===== src/rtl/supv_pkg.sv =====
// Package: shared types for the supervisory reset block.
// Assumes: nothing beyond standard SystemVerilog.
package supv_pkg;

    // Asynchronous inputs that share one synchronizer bank.
    typedef struct packed {
        logic supply;
        logic wdi;
    } supv_in_t;

endpackage


===== src/rtl/supv_sync.sv =====
// Module: multi-bit, multi-stage synchronizer chain, one flop row per stage.
// Assumes: each bit is independent (no bus coherency needed); reset clears to 0.
module supv_sync #(
    parameter int WIDTH  = 2,
    parameter int STAGES = 2
) (
    input  logic             clk,
    input  logic             rst_n,
    input  logic [WIDTH-1:0] d,
    output logic [WIDTH-1:0] q
);

    logic [WIDTH-1:0] stg [STAGES];

    // First stage captures the asynchronous inputs.
    always_ff @(posedge clk) begin
        if (!rst_n) stg[0] <= '0;
        else        stg[0] <= d;
    end

    genvar gi;
    generate
        for (gi = 1; gi < STAGES; gi++) begin : g_stage
            // Each further stage re-registers the previous one.
            always_ff @(posedge clk) begin
                if (!rst_n) stg[gi] <= '0;
                else        stg[gi] <= stg[gi-1];
            end
        end
    endgenerate

    assign q = stg[STAGES-1];

endmodule


===== src/rtl/supv_filter.sv =====
// Module: minimum-duration filter on the synchronized supply flag.
// Good rises at once on a high sample and falls only after DIP_CYC
// consecutive low samples. Assumes: DIP_CYC >= 1; flag is synchronous.
module supv_filter #(
    parameter int DIP_CYC = 6
) (
    input  logic clk,
    input  logic rst_n,
    input  logic flag,
    output logic good
);

    localparam int CW = $clog2(DIP_CYC + 1);

    logic [CW-1:0] low_cnt;

    // Count consecutive low samples; declare failure at the limit.
    always_ff @(posedge clk) begin
        if (!rst_n) begin
            good    <= 1'b0;
            low_cnt <= '0;
        end else if (flag) begin
            good    <= 1'b1;
            low_cnt <= '0;
        end else if (low_cnt == CW'(DIP_CYC - 1)) begin
            good    <= 1'b0;
        end else begin
            low_cnt <= low_cnt + 1'b1;
        end
    end

    a_r4_high_keeps_good: assert property (@(posedge clk) disable iff (!rst_n)
        good && flag |=> good);
    a_r4_fall_needs_low: assert property (@(posedge clk) disable iff (!rst_n)
        $fell(good) |-> !$past(flag));

endmodule


===== src/rtl/supv_watchdog.sv =====
// Module: watchdog window counter with either-edge service detection.
// The counter is held at zero while run = 0. When open = 1 it retriggers
// at 7/8 of the window and never expires. Assumes: wdi_s is synchronous,
// open is static, TIMEOUT_CYC >= 8.
module supv_watchdog #(
    parameter int TIMEOUT_CYC = 800000
) (
    input  logic clk,
    input  logic rst_n,
    input  logic run,
    input  logic wdi_s,
    input  logic open,
    output logic expire
);

    localparam int CW     = $clog2(TIMEOUT_CYC + 1);
    localparam int RETRIG = (TIMEOUT_CYC * 7) / 8;

    logic          wdi_prev;
    logic          kick;
    logic [CW-1:0] wcnt;
    logic          at_end;
    logic          at_retrig;

    // Remember the last synchronized watchdog level for edge detection.
    always_ff @(posedge clk) begin
        if (!rst_n) wdi_prev <= 1'b0;
        else        wdi_prev <= wdi_s;
    end

    assign kick      = wdi_s ^ wdi_prev;
    assign at_end    = (wcnt == CW'(TIMEOUT_CYC - 1));
    assign at_retrig = (wcnt == CW'(RETRIG - 1));
    assign expire    = run && !kick && !open && at_end;

    // Advance the window, clearing on service, reset, retrigger or expiry.
    always_ff @(posedge clk) begin
        if (!rst_n || !run || kick) wcnt <= '0;
        else if (open && at_retrig) wcnt <= '0;
        else if (at_end)            wcnt <= '0;
        else                        wcnt <= wcnt + 1'b1;
    end

    a_r5_kick_clears: assert property (@(posedge clk) disable iff (!rst_n)
        kick |=> wcnt == '0);
    a_r8_hold_in_reset: assert property (@(posedge clk) disable iff (!rst_n)
        !run |=> wcnt == '0);

endmodule


===== src/rtl/supv_sequencer.sv =====
// Module: reset release sequencer. Holds reset while the supply is bad,
// releases RELEASE_CYC cycles after it turns good, and reopens a full
// delay on a watchdog expiry. Assumes: good is filtered and synchronous.
module supv_sequencer #(
    parameter int RELEASE_CYC = 100000
) (
    input  logic clk,
    input  logic rst_n,
    input  logic good,
    input  logic wd_expire,
    output logic rst_out_n
);

    localparam int CW = $clog2(RELEASE_CYC + 1);

    logic [CW-1:0] dcnt;

    // Run the release delay and drive the registered reset output.
    always_ff @(posedge clk) begin
        if (!rst_n || !good || wd_expire) begin
            rst_out_n <= 1'b0;
            dcnt      <= '0;
        end else if (!rst_out_n) begin
            if (dcnt == CW'(RELEASE_CYC - 1)) rst_out_n <= 1'b1;
            else                              dcnt      <= dcnt + 1'b1;
        end
    end

    a_r1_hold_bad_supply: assert property (@(posedge clk) disable iff (!rst_n)
        !good |=> !rst_out_n);
    a_r6_expire_resets: assert property (@(posedge clk) disable iff (!rst_n)
        wd_expire |=> !rst_out_n);
    a_r2_release_on_good: assert property (@(posedge clk) disable iff (!rst_n)
        $rose(rst_out_n) |-> $past(good));
    a_r2_delay_bound: assert property (@(posedge clk) disable iff (!rst_n)
        dcnt < CW'(RELEASE_CYC));

endmodule


===== src/rtl/supv_reset_ctrl.sv =====
// Module: supervisory reset and watchdog controller (top).
// Synchronizes the supply flag and watchdog input, filters short supply
// dips, sequences the reset release and runs the watchdog.
// Assumes: por_n is a synchronous active-low power-on flag; wd_open static.
module supv_reset_ctrl #(
    parameter int RELEASE_CYC = 100000,
    parameter int TIMEOUT_CYC = 800000,
    parameter int DIP_CYC     = 6,
    parameter int SYNC_STAGES = 2
) (
    input  logic clk,
    input  logic por_n,
    input  logic supply_ok,
    input  logic wdi,
    input  logic wd_open,
    output logic sys_rst_n
);

    import supv_pkg::*;

    localparam int IW = $bits(supv_in_t);

    supv_in_t          raw_in;
    supv_in_t          syn_in;
    logic     [IW-1:0] syn_vec;
    logic              supply_good;
    logic              wd_expire;

    assign raw_in = '{supply: supply_ok, wdi: wdi};
    assign syn_in = supv_in_t'(syn_vec);

    supv_sync #(.WIDTH(IW), .STAGES(SYNC_STAGES)) u_sync (
        .clk   (clk),
        .rst_n (por_n),
        .d     (raw_in),
        .q     (syn_vec)
    );

    supv_filter #(.DIP_CYC(DIP_CYC)) u_filter (
        .clk   (clk),
        .rst_n (por_n),
        .flag  (syn_in.supply),
        .good  (supply_good)
    );

    supv_sequencer #(.RELEASE_CYC(RELEASE_CYC)) u_seq (
        .clk       (clk),
        .rst_n     (por_n),
        .good      (supply_good),
        .wd_expire (wd_expire),
        .rst_out_n (sys_rst_n)
    );

    supv_watchdog #(.TIMEOUT_CYC(TIMEOUT_CYC)) u_wdog (
        .clk    (clk),
        .rst_n  (por_n),
        .run    (sys_rst_n),
        .wdi_s  (syn_in.wdi),
        .open   (wd_open),
        .expire (wd_expire)
    );

    a_r7_open_no_timeout: assert property (@(posedge clk) disable iff (!por_n)
        wd_open && sys_rst_n && supply_good |=> sys_rst_n);

endmodule


===== config.mk =====
export PLATFORM = sky130hd
export DESIGN_NAME = supv_reset_ctrl
export DESIGN_NICKNAME = d
export VERILOG_FILES = /design/src/rtl/supv_pkg.sv /design/src/rtl/supv_sync.sv /design/src/rtl/supv_filter.sv /design/src/rtl/supv_watchdog.sv /design/src/rtl/supv_sequencer.sv /design/src/rtl/supv_reset_ctrl.sv
export SDC_FILE = /design/constraint.sdc
export NUM_CORES = 1
export LEC_CHECK = 0
export BUFFER_PORTS_ARGS = -buffer_cell sky130_fd_sc_hd__buf_4
export CAP_MARGIN = 25
export CORE_ASPECT_RATIO = 0.9
export CORE_MARGIN = 10
export CORE_UTILIZATION = 30
export CTS_CLUSTER_SIZE = 28
export DETAILED_ROUTE_END_ITERATION = 6
export GPL_ROUTABILITY_DRIVEN = 0
export GPL_TIMING_DRIVEN = 1
export SKIP_CTS_REPAIR_TIMING = 1
export SLEW_MARGIN = 15
export SYNTH_ARGS = -nofsm -noshare
export SYNTH_HDL_FRONTEND = slang
export SYNTH_SLANG_ARGS = --single-unit

===== constraint.sdc =====
create_clock -name clk -period 4.9 [get_ports clk]
set_input_delay 0.735 -clock clk [delete_from_list [all_inputs] [get_ports clk]]
set_output_delay 0.735 -clock clk [all_outputs]
set_load 0.03 [all_outputs]

==> impl_results.md <==
* Crit path time final at ~2.4 ns
* Mapped Area at approximately 0.0022 mm^2
* Initial Utilization at 31.1%
* Overall routing resource usage at approximately 8.6%
* Top cells by area, synth: dfxtp_1, nor3_1, a211oi_1, xnor2_1, xor2_1
* Filler cells at 727
* Worst Max-Slew Pin Slew at ~0.94 ns
* Cell taking the most area after synthesis: dfxtp_1
* First-pass GRT wire length at between 7000 and 8000 um
* CTS tree: yes
* Die footprint at between 0.01 and 0.015 mm^2
* Distinct cells, synth at 39
* Post-synth EDFFs at 0
* Clock Tree Buf Depth at 2
* CTS H-tree depth at 2
* Most common cell after layout, fill and taps aside: dfxtp_1
* DRT iter0 DRCs at about 130
* Unrepaired setup endpoints after global routing: false
* Vias in the first global route at between 1500 and 2000
* Root buffer cell: clkbuf_8
* Vias at ~1800
* Final Hold Vio Count at 0
* Post-DRT Antenna Nets at 0
* Mapped Nets at ~250
* DR WL/cell at 13.1 um
* Critical path peak fanout at 20
* Share of cells above drive strength 1 at around 7.3%
* Core area at a little over 0.007 mm^2
* Internal power at 522 uW
* CP Capture Type: flop
* CP startpoint kind: flop
* Synth warnings at 0
* Final critical-path share of the clock period at between 40% and 50%
* Gate power share at around 2.1%
* Clk_skew at around 0.014 ns
* Max cap viols at 0
* VDD IR max at ~0.00015 V
* Hold Crit Class: flop to flop
* Area growth from synthesis to layout at 9.97%
* Cells on worst reg2reg path at 4
* Slew margin rel. at about 37%
* Clock-pin transition on the worst setup and hold timing paths at 0.09 ns
* Routed vias/inst at roughly 5.2
* Psw at 142 uW
* Syn Area/Cell at roughly 9 um^2
* Wirelength, routed at approximately 4400 um
* Sequential element share of the synthesized area at a little over two fifths
* CP Class: flop to flop
* WP data required at a little over 5 ns
* Ys flop type: dfxtp_1
* Final setup viols at 0
* CTS Buf Count at 5
* Most frequent cells in the layout: dfxtp_1, nor3_1, a211oi_1, nand2_1, nand3_1
* DRC viols at 0
* Worst path slowest cell: o2111ai_2
* N_diodes at 0
* Top-area cell type share of the netlist area at 42.8%
* PD cells at roughly 270 mW/mm^2
* Final worst setup slack at ~2.5 ns
* CP bufs+invs at 0
* Flops & latches, synth at 47
* Utilization after layout at 34.1%
* Setup tns final at 0 ns
* Die H at 101 um
* Cells along the critical path: or4b_1 > or4_1 > o2111ai_2 > nor3_1
* Sw Share at around a fifth
* I/O pins at 6
* Top delay family on crit path: simple AND/OR/NAND/NOR gates
* Hold Crit Depth at 1
* Crit path DAT at roughly 2.6 ns
* # rows at 29
* Clock power share at about two fifths
* Chip width at roughly 110 um
* Fin. max-slew vios at 0
* FFs w/ async S/R, synth at 0%
* Part of the power in registers at between 50% and 60%
* Max frequency at approximately 410 MHz
* Largest stage delay, worst path at about 0.76 ns
* Fin nets at 253
* Clk sinks at 47
* Worst skew pair latency at 0.31 ns
* I/O Buffers at 5
* Detail Placement HPWL at approximately 3000 um
* WP depth at 4
* Pre-CTS setup slack at 2.47 ns
* Status: completed
* Leak at about 0.0007 uW
* Initial antenna violation count at 0
* Mapped Cells at between 200 and 250
* Largest net degree at the start of global routing at 21
* Remaining global-route overflow at 0
* Drt first pass iters at 4
-- cells in the mapped netlist, types with 2 or more instances --
master,instances
ha_1,4
o31ai_1,5
a211oi_1,16
buf_6,3
nand2_1,14
and4_1,6
or3_1,10
nand3_1,12
or4_1,7
dfxtp_1,47
inv_1,5
clkbuf_1,4
nor4bb_1,2
nand4b_1,2
nand4_1,10
o21ai_0,10
nor2_1,8
and2_1,7
xnor2_1,11
nor3_1,25
nor4_1,3
xor2_1,9
nor4b_1,3
-- state kept, by name, summed over array words and instances, names as in the netlist --
signal	flops
u_filter.low_cnt	3
u_seq.rst_out_n	1
u_seq.dcnt	17
u_sync.stg	4
u_filter.good	1
u_wdog.wcnt	20
u_wdog.wdi_prev	1
-- per-layer routing --
layer	vias to the layer above	part of all wire [%]	GRT usage (%)
met4	0	2.4	4.05
met1	823	53	11.3
li1	913	-	-
met2	23	42	12.6
met3	8	3.1	2.60
met5	-	0	0
-- metrics by stage --
stage	cell area [um^2]	hold WS [ns]	cells	power [uW]
after floorplan	2200	0.412	239	407
after global placement	2310	0.417	330	413
after detailed placement	2310	0.419	330	413
after CTS	2420	0.442	338	674
after global routing	2420	0.467	338	693
final	2420	0.438	338	664
-- cells by family after synthesis --
| logic type | after synthesis | share of synthesized area, % |
|---|---|---|
| buf+inv | 14 | 3.53 |
| flops | 47 | 42.8 |
| xor+xnor | 20 | 7.97 |
| mux | 1 | 0.456 |
| fa+ha+maj | 4 | 2.28 |
| compound gates | 35 | 11.2 |
| simple gates | 118 | 31.7 |
-- final timing paths --
path,to,from,slack [ns]
setup / recovery,u_wdog.wcnt[3],u_wdog.wcnt[7],2.46
hold / removal,u_sync.stg[1][1],u_sync.stg[0][1],0.44
hold reg to reg,u_sync.stg[1][1],u_sync.stg[0][1],0.44
setup reg to reg,u_wdog.wcnt[3],u_wdog.wcnt[7],2.46
-- layout make-up --
type / instances / area (um^2) / share of cell area, %
Tap cell: 93 / 116 / 4.82
Clock buffer: 7 / 96.3 / 3.99
Clock inverter: 1 / 7.51 / 0.311
Multi-Input combinational cell: 178 / 1180 / 49.0
Sequential cell: 47 / 941 / 38.9
Inverter: 5 / 18.8 / 0.777
Timing Repair Buffer: 7 / 52.6 / 2.18
-- power by group through the flow --
| stage | clock, uW | combinational, uW | sequential (uW) |
|---|---|---|---|
| after global placement | 0 | 14.4 | 398 |
| after detailed placement | 0 | 14.5 | 399 |
| after global routing | 286 | 16.5 | 390 |
| after floorplan | 0 | 9.25 | 398 |
| after CTS | 270 | 14.7 | 390 |
| final | 260 | 14.2 | 389 |
(Power assumes the default switching activity.)
